### config.mk
export PLATFORM = sky130hd
export DESIGN_NAME = emb_sync_decoder
export DESIGN_NICKNAME = d
export VERILOG_FILES = /design/src/rtl/emb_sync_pkg.sv /design/src/rtl/trs_matcher.sv /design/src/rtl/flag_tracker.sv /design/src/rtl/pixel_stage.sv /design/src/rtl/emb_sync_decoder.sv
export SDC_FILE = /design/constraint.sdc
export NUM_CORES = 1
export LEC_CHECK = 0
export ABC_AREA = 1
export BUFFER_PORTS_ARGS = -buffer_cell sky130_fd_sc_hd__buf_2
export CAP_MARGIN = 5
export CORE_MARGIN = 3
export CORE_UTILIZATION = 46
export DETAILED_ROUTE_END_ITERATION = 7
export PLACE_DENSITY = 0.73
export SETUP_SLACK_MARGIN = 0.02
export SLEW_MARGIN = 10
export SYNTH_ARGS = -nofsm -noshare
export SYNTH_HDL_FRONTEND = slang
export SYNTH_SLANG_ARGS = --single-unit
### constraint.sdc
create_clock -name clk -period 1.1 [get_ports clk]
set_clock_uncertainty 0.1 [all_clocks]
set_input_delay 0.165 -clock clk [delete_from_list [all_inputs] [get_ports clk]]
set_output_delay 0.165 -clock clk [all_outputs]
set_load 0.03 [all_outputs]
### src/rtl/emb_sync_pkg.sv
package emb_sync_pkg;
  localparam int CODE_W = 8;
  localparam logic [CODE_W-1:0] CODE_ONES = 8'hFF;
  localparam logic [CODE_W-1:0] CODE_ZERO = 8'h00;
  localparam int H_POS = 4;
  localparam int V_POS = 5;
  localparam int F_POS = 6;

  typedef enum logic [1:0] {
    M_IDLE  = 2'd0,
    M_ONE   = 2'd1,
    M_TWO   = 2'd2,
    M_THREE = 2'd3
  } match_st_t;

  typedef struct packed {
    logic h;
    logic v;
    logic f;
  } sync_flags_t;
endpackage

### src/rtl/trs_matcher.sv
module trs_matcher
  import emb_sync_pkg::*;
#(
  parameter int DATA_W = 10
) (
  input  logic              clk,
  input  logic              rst,
  input  logic              in_valid,
  input  logic [DATA_W-1:0] in_data,
  output logic              is_ones,
  output logic              is_zero,
  output logic              xyz_hit,
  output sync_flags_t       xyz_flags
);
  localparam int DROP = DATA_W - CODE_W;

  logic [CODE_W-1:0] code;
  match_st_t         st_q, st_d;

  generate
    if (DROP > 0) begin : g_wide
      assign code = in_data[DATA_W-1 -: CODE_W];
    end else begin : g_narrow
      assign code = in_data[CODE_W-1:0];
    end
  endgenerate

  assign is_ones = (code == CODE_ONES);
  assign is_zero = (code == CODE_ZERO);
  assign xyz_hit = in_valid && (st_q == M_THREE);
  assign xyz_flags.h = code[H_POS];
  assign xyz_flags.v = code[V_POS];
  assign xyz_flags.f = code[F_POS];

  always_comb begin
    st_d = st_q;
    if (in_valid) begin
      unique case (st_q)
        M_IDLE:  st_d = is_ones ? M_ONE : M_IDLE;
        M_ONE:   st_d = is_zero ? M_TWO : (is_ones ? M_ONE : M_IDLE);
        M_TWO:   st_d = is_zero ? M_THREE : (is_ones ? M_ONE : M_IDLE);
        M_THREE: st_d = M_IDLE;
        default: st_d = M_IDLE;
      endcase
    end
  end

  always_ff @(posedge clk) begin
    if (rst) st_q <= M_IDLE;
    else     st_q <= st_d;
  end
endmodule

### src/rtl/flag_tracker.sv
module flag_tracker
  import emb_sync_pkg::*;
(
  input  logic        clk,
  input  logic        rst,
  input  logic        xyz_hit,
  input  sync_flags_t xyz_flags,
  output sync_flags_t flags,
  output logic        frame_arm
);
  sync_flags_t flags_q;

  assign flags     = flags_q;
  assign frame_arm = xyz_hit && flags_q.v && !xyz_flags.v;

  always_ff @(posedge clk) begin
    if (rst) begin
      flags_q.h <= 1'b1;
      flags_q.v <= 1'b1;
      flags_q.f <= 1'b0;
    end else if (xyz_hit) begin
      flags_q <= xyz_flags;
    end
  end
endmodule

### src/rtl/pixel_stage.sv
module pixel_stage #(
  parameter int DATA_W = 10
) (
  input  logic              clk,
  input  logic              rst,
  input  logic              in_valid,
  input  logic [DATA_W-1:0] in_data,
  input  logic              take_pixel,
  input  logic              next_ones,
  input  logic              frame_arm,
  output logic              out_valid,
  output logic [DATA_W-1:0] out_data,
  output logic              out_sof,
  output logic              out_eol
);
  logic              held_q;
  logic [DATA_W-1:0] held_data_q;
  logic              held_sof_q;
  logic              armed_q;

  always_ff @(posedge clk) begin
    if (rst) begin
      held_q      <= 1'b0;
      held_data_q <= '0;
      held_sof_q  <= 1'b0;
      armed_q     <= 1'b0;
      out_valid   <= 1'b0;
      out_data    <= '0;
      out_sof     <= 1'b0;
      out_eol     <= 1'b0;
    end else begin
      out_valid <= 1'b0;
      out_sof   <= 1'b0;
      out_eol   <= 1'b0;
      if (frame_arm) armed_q <= 1'b1;
      if (in_valid && held_q) begin
        out_valid <= 1'b1;
        out_data  <= held_data_q;
        out_sof   <= held_sof_q;
        out_eol   <= next_ones;
        held_q    <= 1'b0;
      end
      if (take_pixel) begin
        held_q      <= 1'b1;
        held_data_q <= in_data;
        held_sof_q  <= armed_q;
        armed_q     <= 1'b0;
      end
    end
  end
endmodule

### src/rtl/emb_sync_decoder.sv
module emb_sync_decoder
  import emb_sync_pkg::*;
#(
  parameter int DATA_W = 10
) (
  input  logic              clk,
  input  logic              rst,
  input  logic              in_valid,
  input  logic [DATA_W-1:0] in_data,
  output logic              out_valid,
  output logic [DATA_W-1:0] out_data,
  output logic              out_sof,
  output logic              out_eol,
  output logic              out_hblank,
  output logic              out_vblank,
  output logic              out_field,
  output logic              out_active
);
  logic        is_ones;
  logic        is_zero;
  logic        xyz_hit;
  logic        frame_arm;
  logic        take_pixel;
  sync_flags_t xyz_flags;
  sync_flags_t flags;

  trs_matcher #(.DATA_W(DATA_W)) u_match (
    .clk       (clk),
    .rst       (rst),
    .in_valid  (in_valid),
    .in_data   (in_data),
    .is_ones   (is_ones),
    .is_zero   (is_zero),
    .xyz_hit   (xyz_hit),
    .xyz_flags (xyz_flags)
  );

  flag_tracker u_flags (
    .clk       (clk),
    .rst       (rst),
    .xyz_hit   (xyz_hit),
    .xyz_flags (xyz_flags),
    .flags     (flags),
    .frame_arm (frame_arm)
  );

  assign take_pixel = in_valid && !xyz_hit && !flags.h && !flags.v
                      && !is_ones && !is_zero;

  pixel_stage #(.DATA_W(DATA_W)) u_pix (
    .clk        (clk),
    .rst        (rst),
    .in_valid   (in_valid),
    .in_data    (in_data),
    .take_pixel (take_pixel),
    .next_ones  (is_ones),
    .frame_arm  (frame_arm),
    .out_valid  (out_valid),
    .out_data   (out_data),
    .out_sof    (out_sof),
    .out_eol    (out_eol)
  );

  assign out_hblank = flags.h;
  assign out_vblank = flags.v;
  assign out_field  = flags.f;
  assign out_active = !flags.h && !flags.v;
endmodule

==> results.ini <==
[outcome]
status=complete, but fails checks
violations=negative setup slack

[sta]
whs_ps=24.90
finalWorstPathRequiredPeriod_ps=1400
fin_ws_ps=-300.0
period_share_pct=127.3
rsz0062_at_grt=yes
slew_violations=0
fmax_mhz=714.3
slew_headroom_pct=81.99
hold_viol_final=0
setup-violations-final=23
tightestPinTransition_ps=270.2

[cells_and_area]
final_cell_count_no_fill=260
nNetsFinal=242
insertedDiodeCount=0
drive_gt1_share_pct=50.00
fillers=150
area_growth_pct=66.97

[synth]
yosysSeqAreaShare_pct=50.56
synth_area_leaders=dfxtp_1 51%, nand2_1 11%, nor2_1 10%
synthFlopType=dfxtp_1
syn-num-nets=178
netlist_area_um2=1227
synth_top_area_cell=dfxtp_1
synth_cells=165
synth_compound_area_share_pct=11.52
synth_xor_xnor_area_share_pct=0
synth_edf_count=0
synth_async_sr_flop_share_pct=0
synth.most_common_cell=nand2_1
synth_warnings=0
syn_area_per_cell_um2=7.439
yosys-mux-area-fraction_pct=0
synth_top_cell_area_share_pct=50.56
synthAdderAreaFrac_pct=0
synth-simple-area-share_pct=29.15
ys_ff_latch=31
synth_cell_types=19
netlist_top_cells_count=37 x nand2_1, 34 x nor2_1, 31 x dfxtp_1, 16 x inv_1, 15 x a21oi_1
synth_top_family_by_area=simple AND/OR/NAND/NOR gates

[routing]
firstDrtPassIters=4
drt-initial-drc-count=82
wl_um=4476
vias_per_cell=5.569
ant_nets=0
wl_per_cell_um=17.22
drc=0
num_vias=1448

[global_routing]
grtUsageTotal_pct=24.14
grt_pass1_wl_um=6196
grt_max_degree=21
antenna_found_initial=0
grt_pass1_vias=1371
overflow=0

[cts]
clk_path_buf_depth=2
cts_made_buffers=5
cts_tree=yes
cts_sinks=31
path_clk_slew_ps=100
clockRootBuffer=clkbuf_4
clk_latency_ps=330
htree_levels=2

[worst_setup_path]
crit_slowest_cell=dfxtp_2
r2r_setup_slack_ps=-300
critPathMostFrequentCell=nand2_2
cp_max_fo=6
r2r-end=u_pix.held_data_q[2]
critPathCaptureType=flop
worstPathCellList=nand2_2, nand2_4, nor3_4, buf_6, nand3_4, nand2_2, nand2_1, nor2_1
crit_buf_inv=1
path_class=flop to flop
crit_path_max_incr_delay_ps=350
r2r-start=u_match.st_q[1]
arrival_ps=1570
r2r_cells=8
crit_path_start_kind=flop
cp.required_ps=1270
cp_top_family=simple AND/OR/NAND/NOR gates

[pwr]
seqPwrFrac_pct=51.4
clkPwrFrac_pct=42.6
power_per_cell_area_nw_per_um2=1062
p_int_w=0.001712
p_leak_nw=0.9401
combPwrFrac_pct=6.0
p_total_w=0.002176
vdd_drop_max_mv=1.076
swShare_pct=21.30
switchingPower_w=0.0004634

[place]
numPlacedInstances=237
dp_hpwl_um=1997
portBuffers=29
gp_congestion=0.7390

[die]
fp.dieH_um=57.66
dieArea_um2=3324
core-area_um2=2500
initial_utilization_pct=49.10
die_w_um=57.66
ioPinCount=30
rows=18

[min_path]
worstHoldStart=rst
hold_depth=2
hold_end=u_match.st_q[0]
hold_class=primary input to flop

[job]
maxCapViolations=0

## flip-flops by register name, indices dropped and copies added (netlist names), 2 cells and up
| signal | count |
|---|---|
| u_match.st_q | 2 |
| u_pix.held_data_q | 10 |
| u_pix.out_data | 10 |
| u_flags.flags | 3 |
## final cells by class
| class | count | area (um2) | share of cell area, % |
|---|---|---|---|
| multi-input combinational | 113 | 630.6 | 30.77 |
| sequential | 31 | 643.1 | 31.38 |
| clock inverter | 2 | 35.03 | 1.709 |
| timing repair buffer | 61 | 585.6 | 28.57 |
| tap | 30 | 37.54 | 1.831 |
| clock buffer | 6 | 51.30 | 2.503 |
| inverter | 17 | 66.31 | 3.236 |
## through the flow
stage,util (%),setup TNS [ps],area (um2),setup WS [ps]
after floorplan,-,-892.1,1232,-74.98
after global placement,61.36,-1851,1534,-148.2
after detailed placement,61.36,-2958,1534,-204.6
after CTS,76.18,-2454,1904,-205.6
after global routing,81.98,-5077,2049,-368.3
final,81.98,-3995,2049,-300.0
## how the worst max path moves through the flow
stage,start,endpoint,cells past startpoint
after detailed placement,u_match.st_q[1],u_pix.held_data_q[7],6
after floorplan,u_flags.flags[2],u_pix.held_data_q[0],5
final,u_match.st_q[1],u_pix.held_data_q[2],8
after CTS,u_match.st_q[1],u_pix.held_data_q[7],8
after global routing,u_match.st_q[1],u_pix.held_data_q[2],8
after global placement,u_match.st_q[1],u_pix.held_data_q[1],6
## power groups by stage
| stage | Combinational [W] | Clock, W | Sequential, W |
|---|---|---|---|
| 2_1_floorplan | 0.0000345 | 0 | 0.00115 |
| 3_3_place_gp | 0.0000971 | 0 | 0.00115 |
| 3_5_place_dp | 0.0000990 | 0 | 0.00115 |
| 4_1_cts | 0.000116 | 0.000945 | 0.00112 |
| 5_1_grt | 0.000138 | 0.000988 | 0.00112 |
| 6_report | 0.000131 | 0.000926 | 0.00112 |
## kinds of logic (layout without fill, tap and decap cells)
kind of cell           count (synthesis)  in the layout
AO/OA/AOI/OAI                         28             28
AND/OR/NAND/NOR                       82             85
buffers and inverters                 24             86
flip-flops                            31             31
## cells in the final DEF (no fill, tap or decap), drive strengths merged, types with 3 or more instances in the layout
cell	count
o21ai	12
nand2	40
buf	56
a21oi	15
nor2	36
nand3	5
inv	17
dfxtp	31
nor3	3
dlygate4sd3	3
clkbuf	8
## repair_timing
action	CTS	global route
hold endpoints to repair	3	0
cloned	3	2
pin swaps	4	8
gates resized for setup	65	28
buffers inserted	4	4
setup endpoints to repair	34	40
hold buffers	3	0
## per-layer routing
metal | up-vias | part of all wire (%) | global-route usage, % | routed length, um
met5 | - | 0 | 0 | 0
met4 | 0 | 7.2 | 10.93 | 323
met3 | 38 | 5.7 | 4.677 | 254
met2 | 86 | 50 | 44.03 | 2227
met1 | 674 | 37 | 26.83 | 1670
li1 | 650 | - | - | -
Note: power is estimated with default switching activity, not from simulation.
